`config.mk`:
```
export PLATFORM = sky130hd
export DESIGN_NAME = pix_dma_packer
export DESIGN_NICKNAME = d
export VERILOG_FILES = /design/src/rtl/pixdma_pkg.sv /design/src/rtl/pixdma_walker.sv /design/src/rtl/pixdma_unpack.sv /design/src/rtl/pixdma_pack.sv /design/src/rtl/pix_dma_packer.sv
export SDC_FILE = /design/constraint.sdc
export NUM_CORES = 1
export LEC_CHECK = 0
export ABC_CLOCK_PERIOD_IN_PS = 6100
export CELL_PAD_IN_SITES_DETAIL_PLACEMENT = 1
export CELL_PAD_IN_SITES_GLOBAL_PLACEMENT = 1
export CORE_AREA = 2 2 245 247
export CTS_BUF_LIST = sky130_fd_sc_hd__clkbuf_8
export CTS_CLUSTER_SIZE = 20
export DETAILED_ROUTE_END_ITERATION = 8
export DIE_AREA = 0 0 247 249
export PLACE_DENSITY = 0.91
export RECOVER_POWER = 50
export SKIP_LAST_GASP = 1
export SLEW_MARGIN = 5
export SYNTH_ARGS = -nofsm -noshare
export SYNTH_HDL_FRONTEND = slang
export SYNTH_HIERARCHICAL = 1
export SYNTH_SLANG_ARGS = --single-unit
```
`constraint.sdc`:
```
create_clock -name clk -period 6.1 [get_ports clk]
set_input_delay 0.915 -clock clk [delete_from_list [all_inputs] [get_ports clk]]
set_output_delay 0.915 -clock clk [all_outputs]
set_load 0.02 [all_outputs]
```
`src/rtl/pixdma_pkg.sv`:
```
package pixdma_pkg;
  typedef enum logic [1:0] {
    PS_32 = 2'd0,
    PS_16 = 2'd1,
    PS_8  = 2'd2,
    PS_1  = 2'd3
  } pix_size_e;

  // last field index within a 32-bit host word
  function automatic logic [4:0] last_lane(pix_size_e s);
    case (s)
      PS_32:   return 5'd0;
      PS_16:   return 5'd1;
      PS_8:    return 5'd3;
      default: return 5'd31;
    endcase
  endfunction
endpackage

```
`src/rtl/pixdma_walker.sv`:
```
module pixdma_walker #(
  parameter int CW = 12
) (
  input  logic          clk,
  input  logic          rst,
  input  logic          load,
  input  logic          step,
  input  logic [CW-1:0] x0,
  input  logic [CW-1:0] y0,
  input  logic [CW-1:0] w,
  input  logic [CW-1:0] h,
  input  logic          xrev,
  input  logic          yup,
  output logic [CW-1:0] cur_x,
  output logic [CW-1:0] cur_y,
  output logic          last
);
  logic [CW-1:0] col, row, w_l, h_l, sx;
  logic          xr_l, yu_l;

  assign last = (col == w_l - 1'b1) && (row == h_l - 1'b1);

  always_ff @(posedge clk) begin
    if (rst) begin
      col <= '0; row <= '0; w_l <= '0; h_l <= '0; sx <= '0;
      cur_x <= '0; cur_y <= '0; xr_l <= 1'b0; yu_l <= 1'b0;
    end else if (load) begin
      col  <= '0;
      row  <= '0;
      w_l  <= w;
      h_l  <= h;
      xr_l <= xrev;
      yu_l <= yup;
      sx    <= xrev ? x0 + w - 1'b1 : x0;
      cur_x <= xrev ? x0 + w - 1'b1 : x0;
      cur_y <= yup  ? y0 + h - 1'b1 : y0;
    end else if (step) begin
      if (col == w_l - 1'b1) begin
        col   <= '0;
        row   <= row + 1'b1;
        cur_x <= sx;
        cur_y <= yu_l ? cur_y - 1'b1 : cur_y + 1'b1;
      end else begin
        col   <= col + 1'b1;
        cur_x <= xr_l ? cur_x - 1'b1 : cur_x + 1'b1;
      end
    end
  end
endmodule

```
`src/rtl/pixdma_unpack.sv`:
```
module pixdma_unpack
  import pixdma_pkg::*;
(
  input  logic [31:0] word,
  input  pix_size_e   size,
  input  logic [4:0]  lane,
  input  logic        expand,
  input  logic [31:0] col_a,
  input  logic [31:0] col_b,
  output logic [31:0] pix
);
  logic bitv;
  assign bitv = word[lane];

  always_comb begin
    case (size)
      PS_32:   pix = word;
      PS_16:   pix = lane[0] ? {16'h0, word[31:16]} : {16'h0, word[15:0]};
      PS_8:    pix = {24'h0, word[8*lane[1:0] +: 8]};
      default: pix = expand ? (bitv ? col_b : col_a) : {31'h0, bitv};
    endcase
  end
endmodule

```
`src/rtl/pixdma_pack.sv`:
```
module pixdma_pack
  import pixdma_pkg::*;
(
  input  logic        clk,
  input  logic        rst,
  input  logic        clear,
  input  pix_size_e   size,
  input  logic        pix_valid,
  input  logic [31:0] pix,
  input  logic        final_pix,
  output logic        word_valid,
  output logic [31:0] word,
  output logic        word_last
);
  logic [31:0] acc, acc_n, field;
  logic [4:0]  lane;

  always_comb begin
    case (size)
      PS_32:   field = pix;
      PS_16:   field = {16'h0, pix[15:0]} << (16 * lane[0]);
      PS_8:    field = {24'h0, pix[7:0]} << (8 * lane[1:0]);
      default: field = {31'h0, pix[0]} << lane;
    endcase
    acc_n = acc | field;
  end

  always_ff @(posedge clk) begin
    if (rst) begin
      acc <= '0; lane <= '0; word_valid <= 1'b0; word <= '0; word_last <= 1'b0;
    end else begin
      word_valid <= 1'b0;
      word_last  <= 1'b0;
      if (clear) begin
        acc  <= '0;
        lane <= '0;
      end else if (pix_valid) begin
        if (lane == last_lane(size) || final_pix) begin
          word       <= acc_n;
          word_valid <= 1'b1;
          word_last  <= final_pix;
          acc        <= '0;
          lane       <= '0;
        end else begin
          acc  <= acc_n;
          lane <= lane + 1'b1;
        end
      end
    end
  end
endmodule

```
`src/rtl/pix_dma_packer.sv`:
```
module pix_dma_packer
  import pixdma_pkg::*;
#(
  parameter int CW = 12
) (
  input  logic          clk,
  input  logic          rst,
  input  logic          start_i,
  input  logic          write_i,
  input  logic [1:0]    pix_size_i,
  input  logic          expand_i,
  input  logic [31:0]   color_a_i,
  input  logic [31:0]   color_b_i,
  input  logic          x_rev_i,
  input  logic          y_up_i,
  input  logic          zcopy_i,
  input  logic [CW-1:0] rect_x_i,
  input  logic [CW-1:0] rect_y_i,
  input  logic [CW-1:0] rect_w_i,
  input  logic [CW-1:0] rect_h_i,
  input  logic          hin_valid_i,
  input  logic [31:0]   hin_data_i,
  output logic          hin_ready_o,
  output logic          px_valid_o,
  output logic [CW-1:0] px_x_o,
  output logic [CW-1:0] px_y_o,
  output logic [31:0]   px_data_o,
  input  logic          rd_valid_i,
  input  logic [31:0]   rd_data_i,
  output logic          hout_valid_o,
  output logic [31:0]   hout_data_o,
  output logic          done_o
);
  localparam int TW = 2 * CW;

  logic          busy, wr_l, exp_l, fin, have_word, done_q, pk_last;
  pix_size_e     size_l;
  logic [31:0]   ca, cb, word_r, unp;
  logic [4:0]    lane_r;
  logic [TW-1:0] total, rd_cnt;
  logic [CW-1:0] cur_x, cur_y;
  logic          w_last, start_ok, emit, issue, accept, lane_end, rd_take, rd_final;

  assign start_ok    = start_i && !busy;
  assign emit        = busy && wr_l && have_word && !fin;
  assign issue       = busy && !wr_l && !fin;
  assign lane_end    = (lane_r == last_lane(size_l)) || w_last;
  assign hin_ready_o = busy && wr_l && !fin &&
                       (!have_word || (emit && lane_r == last_lane(size_l) && !w_last));
  assign accept      = hin_valid_i && hin_ready_o;
  assign rd_take     = busy && !wr_l && rd_valid_i;
  assign rd_final    = rd_take && (rd_cnt == total - 1'b1);
  assign done_o      = done_q || pk_last;

  pixdma_walker #(.CW(CW)) u_walk (
    .clk(clk), .rst(rst), .load(start_ok), .step(emit || issue),
    .x0(rect_x_i), .y0(rect_y_i), .w(rect_w_i), .h(rect_h_i),
    .xrev(x_rev_i && !zcopy_i), .yup(y_up_i && !zcopy_i),
    .cur_x(cur_x), .cur_y(cur_y), .last(w_last)
  );

  pixdma_unpack u_unp (
    .word(word_r), .size(size_l), .lane(lane_r), .expand(exp_l),
    .col_a(ca), .col_b(cb), .pix(unp)
  );

  pixdma_pack u_pack (
    .clk(clk), .rst(rst), .clear(start_ok), .size(size_l),
    .pix_valid(rd_take), .pix(rd_data_i), .final_pix(rd_final),
    .word_valid(hout_valid_o), .word(hout_data_o), .word_last(pk_last)
  );

  always_ff @(posedge clk) begin
    if (rst) begin
      busy <= 1'b0; wr_l <= 1'b0; exp_l <= 1'b0; fin <= 1'b0; have_word <= 1'b0;
      done_q <= 1'b0; size_l <= PS_32; ca <= '0; cb <= '0; word_r <= '0;
      lane_r <= '0; total <= '0; rd_cnt <= '0;
      px_valid_o <= 1'b0; px_x_o <= '0; px_y_o <= '0; px_data_o <= '0;
    end else begin
      done_q     <= 1'b0;
      px_valid_o <= 1'b0;
      if (start_ok) begin
        busy      <= 1'b1;
        wr_l      <= write_i;
        exp_l     <= expand_i;
        size_l    <= pix_size_e'(pix_size_i);
        ca        <= color_a_i;
        cb        <= color_b_i;
        fin       <= 1'b0;
        have_word <= 1'b0;
        lane_r    <= '0;
        rd_cnt    <= '0;
        total     <= TW'(rect_w_i) * TW'(rect_h_i);
      end
      if (emit) begin
        px_valid_o <= 1'b1;
        px_data_o  <= unp;
        px_x_o     <= cur_x;
        px_y_o     <= cur_y;
        lane_r     <= lane_r + 1'b1;
        if (lane_end) have_word <= 1'b0;
        if (w_last) begin
          fin    <= 1'b1;
          busy   <= 1'b0;
          done_q <= 1'b1;
        end
      end
      if (accept) begin
        word_r    <= hin_data_i;
        have_word <= 1'b1;
        lane_r    <= '0;
      end
      if (issue) begin
        px_valid_o <= 1'b1;
        px_data_o  <= '0;
        px_x_o     <= cur_x;
        px_y_o     <= cur_y;
        if (w_last) fin <= 1'b1;
      end
      if (rd_take) begin
        rd_cnt <= rd_cnt + 1'b1;
        if (rd_final) busy <= 1'b0;
      end
    end
  end
endmodule

```
==> flow_summary.ini, run 1 <==
[floorplanning]
die_y_um = 249
core-area_um2 = 58700
die-area_um2 = 61500
die_x_um = 247
start_util = 0.436
io-pin-count = 280
rows = 89

[grt]
gr-total-overflow = 0
antenna_found_initial = 2
grt_max_degree = 92
grt_pass1_wl_mm = 148
grt_pass1_vias = 27240
grtUsageTotal = 0.301

[synthesis]
netlist_instances = 3214
syn_nets = 3638
synth.area.mux_share = 0.0458
postSynthAreaPerCell_um2 = 7.96
synth-async-reset-ratio = 0
ys_warn_count = 6
synthSimpleGateAreaFrac = 0.232
synth_edf_count = 0
synth-seq-cells = 371
synth_top_family_by_area = simple AND/OR/NAND/NOR gates
synth_area_um2 = 25600
yosysSeqAreaShare = 0.290
synth_ff_type = dfxtp_1
synth_cell_types = 97
synth-xor-area-share = 0.0387
synthAdderAreaFrac = 0.146
synth-compound-area-share = 0.173

[cts]
tritoncts = done
clk_latency_ns = 0.66
h-tree-depth = 3
cts-root-buf = clkbuf_8
cts_inserted_buffers = 69
clk_pin_slew_worst_paths_ns = 0.07
cts_setup_buffers = 0
clock-sinks = 371
ctsHoldBuffers = 0
clockBufferDepth = 3

[timing]
finalHoldViolations = 0
setup_violations = 0
slew-limit-headroom = -1.23
slew_viol_final = 170
min_period_over_period = 0.979
fin_hold_ws_ns = 0.449
fin_setup_tns_ns = 0
tightest_slew_ns = 3.34
finClkSkew_ns = 0.0417
period_needed_ns = 5.97
rsz0062_at_grt = true
max_freq_ghz = 0.167

[drt]
vias = 25502
viasPerCell = 5.94
dr.pass1.iters = 7
wl_per_cell_um = 22.0
routed_wl_mm = 94.3
drc = 0
drt_iter0_markers = 1646
ant_nets = 0

[critical_path]
critPathLaunchType = input port
required_ns = 6.67
worstPathArrival_ns = 6.55
endpoint_kind = flop
worst_r2r_path_depth = 5
r2r_slack_ns = 0.95
regToRegStartpoint = busy$_SDFF_PP0_
worstSetupPathType = in2reg
crit_fanout = 9
r2r_end = u_walk/cur_x[3]$_SDFFE_PP0P_

[finish]
drive_gt1_frac = 0.0810
postLayoutCoreUtil = 0.522
synthToLayoutAreaGrowth_pct = 19.7
nets = 3891

[place]
port_buffers = 279
gp_congestion = 0.889
post-dp-hpwl_mm = 67.5

[worst_hold_path]
holdCritStartpoint = cb[0]$_SDFFE_PP0P_
whs_endpoint = cb[0]$_SDFFE_PP0P_
min_path_type = reg2reg
min_path_cells = 2

[pwr]
p_per_area_nw_per_um2 = 300
p_total_uw = 9190
ir_worst_vdd_mv = 0.341
p_leak_uw = 0.0125

[job]
maxCapViolCount = 3

[status]
status = finished, violations left
violations = max-capacitance violations, max-slew violations
[cell families (layout without fill, tap and decap cells)]
family	count (synthesis)	count (layout)
flip-flops	371	371
multiplexers	95	95
buffers and inverters	456	760
other	0	3
AO/OA/AOI/OAI	686	686
XOR/XNOR	113	113
AND/OR/NAND/NOR	1257	1257
adder cells (fa/ha/maj)	236	236
[layout by cell type (no fill, tap or decap), types with 16 or more instances in the layout]
cell type        count
a31oi_1             20
nand2b_1            21
o211ai_1            24
o21ai_0             86
nand4_1             56
a211oi_1            39
nand2_1            561
inv_1              271
clkbuf_8            84
nor4_1              22
nor3_1              89
or3_1               33
and2_1              63
a21oi_1            322
dfxtp_1            370
o21a_1              16
nor2_1             204
xnor2_1             67
nand3_1             78
nor2b_1             29
o211ai_2            22
ha_1               132
fa_1               104
buf_4               98
dlygate4sd3_1       94
xor2_1              46
mux2i_1             74
and3_1              26
clkdlybuf4s50_1    184
[sequential cells by signal, summed over array words and instances (netlist names), 5 cells and up]
name / flops
u_walk/h_l: 12
word_r: 32
u_walk/w_l: 12
lane_r: 5
u_walk/col: 12
px_y_o: 12
u_walk/cur_x: 12
rd_cnt: 24
px_x_o: 12
u_pack/lane: 5
ca: 32
u_walk/cur_y: 12
u_walk/sx: 12
u_walk/row: 12
u_pack/word: 32
total: 24
u_pack/acc: 32
px_data_o: 32
cb: 32
[critical path, stage by stage]
cell             delay, ns
clkdlybuf4s50_1       0.69
nand2_1               0.14
fa_1                  0.56
inv_1                 0.07
ha_1                  0.28
inv_1                 0.07
fa_1                  0.55
inv_1                 0.06
fa_1                  0.56
inv_1                 0.08
fa_1                  0.55
inv_1                 0.05
ha_1                  0.26
nor3_1                0.36
nor2_1                0.08
o41ai_1               0.10
buf_4                 0.21
o21ba_2               0.17
a211oi_1              0.10
or4_1                 0.50
a31oi_1               0.18
[how the worst max path moves through the flow]
stage | from | endpoint | slack, ns
after detailed placement | rect_w_i[3] | total[23]$_SDFFE_PP0P_ | -0.47
after floorplan | rect_h_i[5] | total[22]$_SDFFE_PP0P_ | 0.45
after global routing | rect_w_i[3] | total[22]$_SDFFE_PP0P_ | -0.05
after CTS | rect_w_i[3] | total[23]$_SDFFE_PP0P_ | 0.23
after global placement | rect_w_i[4] | total[22]$_SDFFE_PP0P_ | -0.12
final | rect_w_i[3] | total[22]$_SDFFE_PP0P_ | 0.13
[metrics by stage]
step | instance area [µm²] | setup WS (ns) | instances
2_1_floorplan | 25600 | 0.450 | 3214
3_3_place_gp | 29200 | -0.116 | 4169
3_5_place_dp | 29200 | -0.467 | 4169
4_1_cts | 30600 | 0.226 | 4291
5_1_grt | 30600 | -0.0470 | 4292
6_report | 30600 | 0.129 | 4294
[repair_timing]
| action | CTS | global route |
|---|---|---|
| endpoints found under the setup margin | 0 | 2 |
| hold endpoints to repair | 0 | 0 |
| gates resized for setup | 0 | 1 |
[synth_stat cells, types with 30 or more instances]
cell,number,area [µm²]
nor3_1,90,450
inv_1,251,942
clkbuf_1,160,601
a21oi_1,322,1610
xnor2_1,67,587
ha_1,132,1650
nor2b_1,30,188
o21ai_0,86,430
nand4_1,56,350
xor2_1,46,403
nor2_1,205,769
mux2i_1,74,741
nand3_1,78,390
or3_1,33,206
and2_1,63,394
dfxtp_1,371,7430
fa_1,104,2080
nand2_1,561,2110
a211oi_1,39,293
[where the power goes]
part	switching, µW	internal, µW	leakage (µW)
Clock	1160	1370	0.000796
Sequential	155	2550	0.00302
Combinational	2250	1710	0.00873
Total	3560	5630	0.0125
[routing by layer]
metal / part of all wire / track usage / vias up
li1: - / - / 11592
met1: 0.40 / 0.352 / 12545
met2: 0.49 / 0.517 / 1016
met3: 0.062 / 0.0530 / 347
met4: 0.054 / 0.164 / 2
met5: 0.000085 / 0 / -
[area by class of cell]
type                            instances  area [µm²]
Fill cell                            7142       28100
Tap cell                              773         967
Timing Repair Buffer                  383        3570
Multi-Input combinational cell       2387       16300
Inverter                              255         962
Clock buffer                           83        1140
Clock inverter                         39         269
Sequential cell                       371        7430
Antenna cell                            3        7.51
No activity file was read; power rests on OpenSTA's default activity.
==> run 2, diff against run 1 <==
--- a/config.mk
+++ b/config.mk
@@ -16,7 +16,6 @@
 export PLACE_DENSITY = 0.91
 export RECOVER_POWER = 50
 export SKIP_LAST_GASP = 1
-export SLEW_MARGIN = 5
 export SYNTH_ARGS = -nofsm -noshare
 export SYNTH_HDL_FRONTEND = slang
 export SYNTH_HIERARCHICAL = 1
==> results of run 2 <==
Same layout as run 1: the final DEF is identical, and so are final timing and power.
